### src/rtl/dcache_pkg.sv
package dcache_pkg;
  typedef enum logic [1:0] {
    OP_ACCESS  = 2'd0,
    OP_INV_ALL = 2'd1,
    OP_PUSH    = 2'd2,
    OP_RSVD    = 2'd3
  } dc_op_e;

  typedef enum logic [2:0] {
    ST_IDLE,
    ST_LOOK,
    ST_PUSH,
    ST_FILL,
    ST_WT,
    ST_DRAIN
  } dc_state_e;
endpackage

### src/rtl/dc_tag_store.sv
module dc_tag_store #(
  parameter int LINES = 8,
  parameter int TAG_W = 27,
  localparam int IDX_W = $clog2(LINES)
) (
  input  logic             clk,
  input  logic             rst,
  input  logic             clr_all,
  input  logic             we,
  input  logic [IDX_W-1:0] widx,
  input  logic [TAG_W-1:0] wtag,
  input  logic             wvalid,
  input  logic             wdirty,
  input  logic [IDX_W-1:0] ridx,
  output logic             r_valid,
  output logic             r_dirty,
  output logic [TAG_W-1:0] r_tag
);
  logic [LINES-1:0] valid_q;
  logic [LINES-1:0] dirty_q;
  logic [TAG_W-1:0] tag_q [LINES];

  always_ff @(posedge clk) begin
    if (rst) begin
      valid_q <= '0;
      dirty_q <= '0;
    end else if (clr_all) begin
      valid_q <= '0;
      dirty_q <= '0;
    end else if (we) begin
      valid_q[widx] <= wvalid;
      dirty_q[widx] <= wdirty;
    end
  end

  always_ff @(posedge clk) begin
    if (we) tag_q[widx] <= wtag;
  end

  assign r_valid = valid_q[ridx];
  assign r_dirty = dirty_q[ridx];
  assign r_tag   = tag_q[ridx];

  generate
    for (genvar i = 0; i < LINES; i++) begin : g_line_chk
      // a modified line is always a valid line
      a_r1_dirty_needs_valid: assert property (@(posedge clk) disable iff (rst)
        dirty_q[i] |-> valid_q[i]);
    end
  endgenerate

  // invalidate-all leaves no valid line behind
  a_r1_clear_all: assert property (@(posedge clk) disable iff (rst)
    clr_all |=> (valid_q == '0) && (dirty_q == '0));
endmodule

### src/rtl/dc_data_ram.sv
module dc_data_ram #(
  parameter int DEPTH = 32,
  parameter int DW    = 32,
  localparam int AW   = $clog2(DEPTH)
) (
  input  logic          clk,
  input  logic          we,
  input  logic [AW-1:0] waddr,
  input  logic [DW-1:0] wdata,
  input  logic [AW-1:0] raddr,
  output logic [DW-1:0] rdata
);
  logic [DW-1:0] mem [DEPTH];

  always_ff @(posedge clk) begin
    if (we) mem[waddr] <= wdata;
    rdata <= mem[raddr];
  end
endmodule

### src/rtl/dc_push_buf.sv
module dc_push_buf #(
  parameter int WORDS = 4,
  parameter int DW    = 32,
  localparam int WW   = $clog2(WORDS)
) (
  input  logic          clk,
  input  logic          we,
  input  logic [WW-1:0] widx,
  input  logic [DW-1:0] wdata,
  input  logic [WW-1:0] ridx,
  output logic [DW-1:0] rdata
);
  logic [DW-1:0] slot [WORDS];

  always_ff @(posedge clk) begin
    if (we) slot[widx] <= wdata;
  end

  assign rdata = slot[ridx];
endmodule

### src/rtl/dcache_ctrl.sv
module dcache_ctrl
  import dcache_pkg::*;
#(
  parameter int ADDR_W = 32,
  parameter int DATA_W = 32,
  parameter int LINES  = 8,
  parameter int WORDS  = 4
) (
  input  logic              clk,
  input  logic              rst,
  input  logic              cpu_req_valid,
  output logic              cpu_req_ready,
  input  logic [1:0]        cpu_req_op,
  input  logic              cpu_req_we,
  input  logic              cpu_req_wt,
  input  logic [ADDR_W-1:0] cpu_req_addr,
  input  logic [DATA_W-1:0] cpu_req_wdata,
  output logic              cpu_rsp_valid,
  output logic [DATA_W-1:0] cpu_rsp_rdata,
  output logic              mem_req_valid,
  output logic              mem_req_we,
  output logic [ADDR_W-1:0] mem_req_addr,
  output logic [DATA_W-1:0] mem_req_wdata,
  input  logic              mem_ack,
  input  logic [DATA_W-1:0] mem_rdata
);
  localparam int IDX_W  = $clog2(LINES);
  localparam int WRD_W  = $clog2(WORDS);
  localparam int TAG_W  = ADDR_W - IDX_W - WRD_W;
  localparam int RAM_AW = IDX_W + WRD_W;
  localparam int CNT_W  = WRD_W + 1;

  dc_state_e           state_q;
  dc_op_e              op_q;
  logic                we_q, wt_q;
  logic [ADDR_W-1:0]   addr_q;
  logic [DATA_W-1:0]   wdata_q;
  logic [CNT_W-1:0]    cnt_q;
  logic                push_pend_q;
  logic [TAG_W-1:0]    vtag_q;
  logic                rsp_q;
  logic [DATA_W-1:0]   rdata_q;
  logic                mreq_v_q, mreq_we_q;
  logic [ADDR_W-1:0]   maddr_q;
  logic [DATA_W-1:0]   mwdata_q;

  logic [TAG_W-1:0]    q_tag;
  logic [IDX_W-1:0]    q_idx, in_idx;
  logic [WRD_W-1:0]    q_wrd, in_wrd, cnt_w;
  dc_op_e              in_op;
  logic                accept;

  assign q_tag  = addr_q[ADDR_W-1 -: TAG_W];
  assign q_idx  = addr_q[WRD_W +: IDX_W];
  assign q_wrd  = addr_q[WRD_W-1:0];
  assign in_idx = cpu_req_addr[WRD_W +: IDX_W];
  assign in_wrd = cpu_req_addr[WRD_W-1:0];
  assign cnt_w  = cnt_q[WRD_W-1:0];
  assign in_op  = dc_op_e'(cpu_req_op);
  assign accept = cpu_req_valid && (state_q == ST_IDLE);

  function automatic logic [ADDR_W-1:0] word_addr(input logic [TAG_W-1:0] t,
                                                  input logic [IDX_W-1:0] i,
                                                  input logic [WRD_W-1:0] w);
    return {t, i, w};
  endfunction

  // line state lookup
  logic             lk_valid, lk_dirty, lk_hit;
  logic [TAG_W-1:0] lk_tag;
  logic             tag_we, tag_wvalid, tag_wdirty, clr_all;
  logic [TAG_W-1:0] tag_wtag;

  dc_tag_store #(.LINES(LINES), .TAG_W(TAG_W)) u_tags (
    .clk(clk), .rst(rst), .clr_all(clr_all),
    .we(tag_we), .widx(q_idx), .wtag(tag_wtag),
    .wvalid(tag_wvalid), .wdirty(tag_wdirty),
    .ridx(q_idx), .r_valid(lk_valid), .r_dirty(lk_dirty), .r_tag(lk_tag)
  );

  assign lk_hit = lk_valid && (lk_tag == q_tag);

  // data storage
  logic              ram_we;
  logic [RAM_AW-1:0] ram_waddr, ram_raddr;
  logic [DATA_W-1:0] ram_wdata, ram_rdata;

  dc_data_ram #(.DEPTH(LINES*WORDS), .DW(DATA_W)) u_data (
    .clk(clk), .we(ram_we), .waddr(ram_waddr), .wdata(ram_wdata),
    .raddr(ram_raddr), .rdata(ram_rdata)
  );

  // victim buffer
  logic              pb_we;
  logic [WRD_W-1:0]  pb_widx, pb_ridx;
  logic [DATA_W-1:0] pb_rdata;

  dc_push_buf #(.WORDS(WORDS), .DW(DATA_W)) u_push (
    .clk(clk), .we(pb_we), .widx(pb_widx), .wdata(ram_rdata),
    .ridx(pb_ridx), .rdata(pb_rdata)
  );

  assign pb_we   = (state_q == ST_PUSH) && (cnt_q != '0);
  assign pb_widx = cnt_w - WRD_W'(1);
  assign pb_ridx = (state_q == ST_DRAIN) ? cnt_w + WRD_W'(1) : '0;

  always_comb begin
    case (state_q)
      ST_IDLE: ram_raddr = {in_idx, in_wrd};
      ST_PUSH: ram_raddr = {q_idx, cnt_w};
      default: ram_raddr = {q_idx, q_wrd};
    endcase
  end

  always_comb begin
    ram_we    = 1'b0;
    ram_waddr = {q_idx, q_wrd};
    ram_wdata = wdata_q;
    if (state_q == ST_LOOK && op_q == OP_ACCESS && we_q && lk_hit) begin
      ram_we = 1'b1;
    end else if (state_q == ST_FILL && mem_ack) begin
      ram_we    = 1'b1;
      ram_waddr = {q_idx, cnt_w};
      ram_wdata = (we_q && cnt_w == q_wrd) ? wdata_q : mem_rdata;
    end
  end

  always_comb begin
    tag_we     = 1'b0;
    tag_wtag   = q_tag;
    tag_wvalid = 1'b1;
    tag_wdirty = 1'b0;
    clr_all    = accept && (in_op == OP_INV_ALL);
    case (state_q)
      ST_LOOK: begin
        if (op_q == OP_ACCESS && we_q && lk_hit && !(wt_q && !lk_dirty)) begin
          tag_we     = 1'b1;
          tag_wdirty = 1'b1;
        end
      end
      ST_PUSH: begin
        if (cnt_q == CNT_W'(WORDS) && op_q == OP_PUSH) begin
          tag_we   = 1'b1;
          tag_wtag = lk_tag;
        end
      end
      ST_FILL: begin
        if (mem_ack && cnt_w == WRD_W'(WORDS-1)) begin
          tag_we     = 1'b1;
          tag_wdirty = we_q;
        end
      end
      default: ;
    endcase
  end

  always_ff @(posedge clk) begin
    if (rst) begin
      state_q     <= ST_IDLE;
      op_q        <= OP_ACCESS;
      we_q        <= 1'b0;
      wt_q        <= 1'b0;
      addr_q      <= '0;
      wdata_q     <= '0;
      cnt_q       <= '0;
      push_pend_q <= 1'b0;
      vtag_q      <= '0;
      rsp_q       <= 1'b0;
      rdata_q     <= '0;
      mreq_v_q    <= 1'b0;
      mreq_we_q   <= 1'b0;
      maddr_q     <= '0;
      mwdata_q    <= '0;
    end else begin
      rsp_q <= 1'b0;
      case (state_q)
        ST_IDLE: begin
          if (accept) begin
            op_q    <= in_op;
            we_q    <= cpu_req_we;
            wt_q    <= cpu_req_wt;
            addr_q  <= cpu_req_addr;
            wdata_q <= cpu_req_wdata;
            if (in_op == OP_ACCESS || in_op == OP_PUSH) state_q <= ST_LOOK;
            else rsp_q <= 1'b1;
          end
        end
        ST_LOOK: begin
          cnt_q <= '0;
          if (op_q == OP_PUSH) begin
            if (lk_valid && lk_dirty) state_q <= ST_PUSH;
            else begin
              rsp_q   <= 1'b1;
              state_q <= ST_IDLE;
            end
          end else if (!we_q && lk_hit) begin
            rdata_q <= ram_rdata;
            rsp_q   <= 1'b1;
            state_q <= ST_IDLE;
          end else if (we_q && lk_hit && !(wt_q && !lk_dirty)) begin
            rsp_q   <= 1'b1;
            state_q <= ST_IDLE;
          end else if (we_q && wt_q) begin
            mreq_v_q  <= 1'b1;
            mreq_we_q <= 1'b1;
            maddr_q   <= addr_q;
            mwdata_q  <= wdata_q;
            state_q   <= ST_WT;
          end else if (lk_valid && lk_dirty) begin
            state_q <= ST_PUSH;
          end else begin
            mreq_v_q  <= 1'b1;
            mreq_we_q <= 1'b0;
            maddr_q   <= word_addr(q_tag, q_idx, '0);
            state_q   <= ST_FILL;
          end
        end
        ST_PUSH: begin
          cnt_q <= cnt_q + CNT_W'(1);
          if (cnt_q == CNT_W'(WORDS)) begin
            cnt_q       <= '0;
            vtag_q      <= lk_tag;
            push_pend_q <= 1'b1;
            mreq_v_q    <= 1'b1;
            if (op_q == OP_PUSH) begin
              mreq_we_q <= 1'b1;
              maddr_q   <= word_addr(lk_tag, q_idx, '0);
              mwdata_q  <= pb_rdata;
              state_q   <= ST_DRAIN;
            end else begin
              mreq_we_q <= 1'b0;
              maddr_q   <= word_addr(q_tag, q_idx, '0);
              state_q   <= ST_FILL;
            end
          end
        end
        ST_FILL: begin
          if (mem_ack) begin
            cnt_q <= cnt_q + CNT_W'(1);
            if (!we_q && cnt_w == q_wrd) rdata_q <= mem_rdata;
            if (cnt_w == WRD_W'(WORDS-1)) begin
              cnt_q <= '0;
              rsp_q <= 1'b1;
              if (push_pend_q) begin
                mreq_we_q <= 1'b1;
                maddr_q   <= word_addr(vtag_q, q_idx, '0);
                mwdata_q  <= pb_rdata;
                state_q   <= ST_DRAIN;
              end else begin
                mreq_v_q <= 1'b0;
                state_q  <= ST_IDLE;
              end
            end else begin
              maddr_q <= word_addr(q_tag, q_idx, cnt_w + WRD_W'(1));
            end
          end
        end
        ST_WT: begin
          if (mem_ack) begin
            mreq_v_q <= 1'b0;
            rsp_q    <= 1'b1;
            state_q  <= ST_IDLE;
          end
        end
        ST_DRAIN: begin
          if (mem_ack) begin
            if (cnt_w == WRD_W'(WORDS-1)) begin
              cnt_q       <= '0;
              mreq_v_q    <= 1'b0;
              push_pend_q <= 1'b0;
              state_q     <= ST_IDLE;
              if (op_q == OP_PUSH) rsp_q <= 1'b1;
            end else begin
              cnt_q    <= cnt_q + CNT_W'(1);
              maddr_q  <= word_addr(vtag_q, q_idx, cnt_w + WRD_W'(1));
              mwdata_q <= pb_rdata;
            end
          end
        end
        default: state_q <= ST_IDLE;
      endcase
    end
  end

  assign cpu_req_ready = (state_q == ST_IDLE);
  assign cpu_rsp_valid = rsp_q;
  assign cpu_rsp_rdata = rdata_q;
  assign mem_req_valid = mreq_v_q;
  assign mem_req_we    = mreq_we_q;
  assign mem_req_addr  = maddr_q;
  assign mem_req_wdata = mwdata_q;

  // a pending memory beat does not change until acknowledged
  a_r11_mem_hold: assert property (@(posedge clk) disable iff (rst)
    mem_req_valid && !mem_ack |=> mem_req_valid && $stable(mem_req_addr)
      && $stable(mem_req_we) && $stable(mem_req_wdata));

  // a write-through access only writes a modified mark onto a line already modified
  a_r10_wt_no_new_dirty: assert property (@(posedge clk) disable iff (rst)
    tag_we && tag_wdirty && wt_q |-> lk_hit && lk_dirty);

  // the CPU is answered in the cycle the victim drain begins
  a_r8_serve_before_drain: assert property (@(posedge clk) disable iff (rst)
    $rose(state_q == ST_DRAIN) && op_q == OP_ACCESS |-> cpu_rsp_valid);

  // no memory beat is outstanding while idle
  a_r12_idle_no_mem: assert property (@(posedge clk) disable iff (rst)
    cpu_req_ready |-> !mem_req_valid);
endmodule

### config.mk
export PLATFORM = sky130hd
export DESIGN_NAME = dcache_ctrl
export DESIGN_NICKNAME = d
export VERILOG_FILES = /design/src/rtl/dcache_pkg.sv /design/src/rtl/dc_tag_store.sv /design/src/rtl/dc_data_ram.sv /design/src/rtl/dc_push_buf.sv /design/src/rtl/dcache_ctrl.sv
export SDC_FILE = /design/constraint.sdc
export NUM_CORES = 2
export LEC_CHECK = 0
export ABC_AREA = 1
export ABC_CLOCK_PERIOD_IN_PS = 5900
export BUFFER_PORTS_ARGS = -buffer_cell sky130_fd_sc_hd__buf_2
export CAP_MARGIN = 20
export CORE_UTILIZATION = 35
export CTS_CLUSTER_SIZE = 20
export DETAILED_ROUTE_END_ITERATION = 8
export GPL_ROUTABILITY_DRIVEN = 0
export GPL_TIMING_DRIVEN = 1
export SKIP_LAST_GASP = 1
export SYNTH_ARGS = -nofsm -noshare
export SYNTH_HDL_FRONTEND = slang
export SYNTH_SLANG_ARGS = --single-unit
export TNS_END_PERCENT = 20
### constraint.sdc
create_clock -name clk -period 5.9 [get_ports clk]
set_clock_uncertainty 0.05 [all_clocks]
set_input_delay 1.18 -clock clk [delete_from_list [all_inputs] [get_ports clk]]
set_output_delay 1.18 -clock clk [all_outputs]
set_load 0.005 [all_outputs]
---- Yosys cells after proc, flatten, opt, wreduce, memory -nomap -nowiden ----
Memories as Yosys holds them, arrays and structs flattened. A register that Yosys moved wholly into a read port is not among the register bits.
Index checks and enable logic that the tools add are counted.
word-level totals
  register bits after elaboration ......... 217
  RAM bits ................................ 1368
  bits of input ports ..................... 104
  output and inout port bits .............. 100
  logic and storage cells ................. 227
  memories kept ........................... 3
operators by class
  add/subtract/negate cells ............... 3
  magnitude comparators ................... 2
  equal/unequal tests ..................... 33
  muxes and demuxes ....................... 120
  bitwise operators ....................... 1
  reduce and logical (&&, ||, !) cells .... 48
memories
  name          words  width  rd ports  clocked after memory_dff  write ports  line                RTL
  u_data.mem    32     32     1         1                         1            dc_data_ram.sv:13   logic [DW-1:0] mem [DEPTH];
  u_tags.tag_q  8      27     1         1                         1            dc_tag_store.sv:21  logic [TAG_W-1:0] tag_q [LINES];
  u_push.slot   4      32     1         0                         1            dc_push_buf.sv:13   logic [DW-1:0] slot [WORDS];
operator list
  cell                count
  $mux 32             30
  $pmux 32 s4         2
  $pmux 32 s2         1
  $mux 3              19
  $mux 27             2
  $mux 1              49
  $eq 27x27->1        1
  $reduce_and 12->1   2
  $logic_and 1x1->1   22
  $ne 2x1->1 const B  10
  $ne 2x2->1 const B  9
  $pmux 3 s6          1
  $pmux 1 s5          2
  $pmux 5 s2          1
  $reduce_and 10->1   1
  $eq 3x3->1 const B  3
  $pmux 3 s3          1
  $reduce_and 9->1    1
  $reduce_bool 3->1   3
  $bwmux 8            1
  $mux 2              4
  $or 8x8->8          1
  $reduce_and 8->1    1
  $bmux 1 s3          2
  other kinds (26)    38

---- Logic depth before layout (Yosys ltp) ----
  word-level depth ........................ 10
  gate-level depth with buffers ........... 23
  depth with buffers taken out ............ 20

---- By module ----
Synthesis repeated with hierarchy kept, for this count alone.
second synthesis, totals
  cell total of the unflattened synthesis .. 6630
  area, all modules ....................... 68234.2 um^2
by module, submodules not included
  module        instances  cells each  area an instance (um^2)  sequential area each (um^2)
  dc_data_ram   1          3536        42405.7                  31390.1
  dc_tag_store  1          1081        10258.6                  6806.5
  dcache_ctrl   1          1504        10132.2                  4023.9
  dc_push_buf   1          509         5437.7                   3843.7

---- Least setup slack after synthesis ----
Ideal clock, no wire load.
  path type ............................... reg-to-reg
  start ................................... reg with a tool-made name
  end ..................................... mem u_data.mem[0][0] (enable)
  setup time .............................. 0.421 ns
  data arrival time ....................... 3.387 ns
  required time ........................... 5.429 ns
  slack ................................... 2.042 ns
  stages on the path, launching flop included .. 18
  path buffers ............................ 3
  period minus slack after synthesis ...... 3.858 ns
  cells stage by stage .................... dfxtp_1 buf_6 inv_4 buf_6 buf_6 o21ai_1 nand3_1 nand2_1 nand2_1 nand2_1 nand2_1 nor2_1 nand3_1 nor2_2 nand2_1 o21ai_1 nand2_1 nor2_1
RTL lines
  what       line
  to (decl)  dc_data_ram.sv:13

==> summary.md <==
| Metric | Value |
|---|---|
| Cells after Synth | `5764` |
| Mapped Area | `0.0660 sq mm` |
| CTS tree | `done` |
| Final hold viol count | `0` |
| Slowest stage cell, crit path | `inv_4` |
| Ys flop type | `edfxtp_1` |
| Core Region | `0.188 sq mm` |
| Status | `complete, no violations` |
| Sequential share of the synthesized area | `69.9%` |
| Dpl ws | `0.987 ns` |
| Sequential cell area | `0.0461 sq mm` |
| Leakage | `26.9 nW` |
| Pwr/cell area | `442 mW/mm^2` |
| Starting density of the core | `35.2%` |
| Final Cell Area | `0.0762 sq mm` |
| PortBufs | `203` |
| Reg2Reg Capture Point | `u_data.mem[13][15]` |
| Hold WC Path Type | `flip-flop to flip-flop` |
| Mean number of vias per cell | `5.43` |
| Resized Gates After CTS | `0` |
| Die footprint | `0.190 sq mm` |
| Clk pin slew, worst setup/hold paths | `0.06 ns` |
| Post-synth net total | `5875` |
| Yosys top cell area share | `62.2%` |
| Min-delay src | `u_tags.valid_q[4]` |
| Fraction of registers with async set/reset | `0%` |
| WL per Instance | `23.1 um` |
| Tightest Pin Transition | `1.16 ns` |
| Synth cell types | `41` |
| DRT Wirelength | `198000 um` |
| Commonest cells in the netlist | `edfxtp_1 (1368), nand2_1 (938), nor2_1 (744)` |
| Gr usage total | `20.4%` |
| I/O pin count | `204` |
| R2r worst-path depth | `16` |
| Endpoint, Worst Hold | `u_tags.valid_q[4]` |
| Synth top area cells | `edfxtp_1 (62%), dfxtp_1 (7.6%), nand2_1 (5.3%), o21ai_0 (4.3%), nor2_1 (4.2%)` |
| Max-slew violation count | `0` |
| Number of global-route vias before repair | `44600` |
| Area post-placement | `0.0705 sq mm` |
| Postcts setup bufs | `0` |
| Syn. warnings | `0` |
| DP Wirelength | `118000 um` |
| Worst-path cell chain | `inv_4, nand2_1, nand3_1, nand3_1, nand2_1, nand2_1, nand2_1, nand2_1, nor2_1, nand3_1, nor2_2, nand2_1, o21ai_1, nand2_1, nor2_4, buf_12` |
| Post-route ant nets | `0` |
| CP Max Fanout | `101` |
| Critical Path Source Type | `flip-flop` |
| # placed instances | `8223` |
| Layout area overhead | `15.4%` |
| Fin crit period | `4.93 ns` |
| FMAX | `0.203 GHz` |
| H-tree depth | `4` |
| Ratio of cells with drive above 1 in the final layout | `11.8%` |
| Post-layout net count | `6016` |
| Critical path's most frequent cell | `nand2_1` |
| Max Root-Sink Buffers | `3` |
| Pin count of the biggest net entering global routing | `167` |
| Post-synth EDFFs | `1368` |
| Setup violations, final | `0` |
| Worst Setup End Kind | `flip-flop` |
| Synth area leader | `edfxtp_1` |
| Die height | `436 um` |
| Routed via count | `46400` |
| Drt initial violations | `5142` |
| Slew HR | `22.9%` |
| Crit Path Class | `flip-flop to flip-flop` |
| Row cnt | `159` |
| Syn avg cell area | `11.5 sq um` |
| First-pass GRT wire length | `293000 um` |
| Cts-stage hold buffer count | `0` |
| CP required | `6.31 ns` |
| Register-to-Register Setup Slack | `0.97 ns` |
| Setup slack after layout | `0.975 ns` |
| Initial antenna violation count | `6` |
| Die W | `436 um` |
| CTS root buffer | `clkbuf_16` |
| Post-Layout Cell Count | `8545` |
| Worst Hold Path Cells | `2` |
| Period utilization | `83.5%` |
| Filler cells | `17500` |
| Num CTS Buffers | `172` |
| Most common cell in the synthesized netlist | `edfxtp_1` |
| Crit path arrival time | `5.34 ns` |
| Grt ovf | `0` |
| Skew-Pair Late Insertion Delay | `0.83 ns` |
| Flop and latch count out of synthesis | `1620` |
| RSZ-0062 raised after global routing | `no` |
| Max-cap violation count | `0` |
| Pre-antenna DRT Iters | `8` |
| Post-route setup TNS | `0 ns` |
| DRC errors left | `0` |
| Slowest stage delay, CP | `0.79 ns` |
| Max IR drop VDD | `364 uV` |
| Area of the multi-input gates | `0.0175 sq mm` |
| Clk sinks | `1620` |
## worst max path at each step
stage                     startpoint                  to  slack (ns)  cells past startpoint
final                      flip-flop  u_data.mem[13][15]        0.97                     16
after detailed placement   flip-flop  u_data.mem[13][19]        0.99                     16
after global routing       flip-flop  u_data.mem[13][30]        0.51                     16
after floorplan            flip-flop    u_data.mem[0][0]        2.04                     17
after CTS                  flip-flop  u_data.mem[13][30]        0.92                     16
after global placement     flip-flop  u_data.mem[13][24]        1.08                     16
## power breakdown
group	switching, mW	leakage, nW	internal [mW]	total (mW)
combinational	6.28	9.55	2.53	8.81
sequential	0.580	14.6	13.5	14.1
clock	4.59	2.74	6.17	10.8
total	11.4	26.9	22.2	33.7
## worst max-delay path: cells and delay by family, from the launching register on
family	cells	cell delay [ns]
flip-flops	1	0.45
buffers and inverters	2	1.11
AND/OR/NAND/NOR	13	2.45
AO/OA/AOI/OAI	1	0.44
## cells by family (layout without fill, tap and decap cells)
family / Yosys count / count (layout) / share of synthesized area, %
AOI/OAI and AO/OA: 1390 / 1390 / 13.4
xor gates and xnor gates: 1 / 1 / 0.0133
adders and majority gates: 7 / 7 / 0.133
buffers and inverters: 744 / 1029 / 4.50
DFF: 1620 / 1620 / 69.9
other: 0 / 1 / 0
and+or+nand+nor: 2002 / 2002 / 12.1
## sequential cells by signal, summed over array words and instances, names as in the netlist, 2 cells and up, named ones only
register        flops
u_tags.valid_q      8
vtag_q             27
mem_req_addr       32
u_push.slot       128
u_data.rdata       32
u_tags.tag_q      216
wdata_q            32
cpu_rsp_rdata      32
state_q             3
mem_req_wdata      32
op_q                2
u_tags.dirty_q      8
u_data.mem       1024
cnt_q               3
addr_q             32
## metal layers
layer	global-route usage, %	wire length [um]	vias up
li1	-	-	20900
met4	6.49	5950	2
met3	3.54	15700	331
met1	28.3	84700	23100
met5	0	7	-
met2	32.3	91200	1983
## per-stage QoR
step | power (mW) | utilization (%) | hold WS (ns)
2_1_floorplan | 19.6 | - | 0.381
3_3_place_gp | 22.9 | 37.6 | 0.396
3_5_place_dp | 23.1 | 37.6 | 0.400
4_1_cts | 33.8 | 40.6 | 0.407
5_1_grt | 35.1 | 40.6 | 0.435
6_report | 33.7 | 40.6 | 0.409
## placed cells by master, fill, tap and decap left out, types with 7 or more instances in the layout
master / n
inv_1: 317
a21oi_1: 194
a221oi_1: 29
clkinv_2: 32
nand4_1: 34
nand3_1: 272
o21bai_1: 204
o21ai_0: 538
nor2_4: 37
o22ai_1: 12
o221ai_1: 193
buf_12: 24
o211ai_1: 47
inv_2: 13
o21ai_4: 13
a32oi_1: 52
dfxtp_1: 249
nand2_1: 935
a22o_1: 8
nor2_1: 706
o21ai_2: 24
clkbuf_8: 16
clkbuf_16: 173
o21a_1: 12
bufinv_16: 12
o21ai_1: 7
a31oi_1: 20
buf_4: 122
clkbuf_1: 47
o32ai_1: 32
buf_2: 203
edfxtp_1: 1368
clkinv_1: 42
## area by class of cell
class | instances | area share (%)
repair buffers | 354 | 3.26
clock inverters | 82 | 1.19
diodes | 1 | 0.00328
inverters | 357 | 1.78
flip-flops and latches | 1620 | 60.5
multi-input cells | 3400 | 22.9
well taps | 2495 | 4.10
clock buffers | 236 | 6.20
Note: power is estimated with default switching activity, not from simulation.
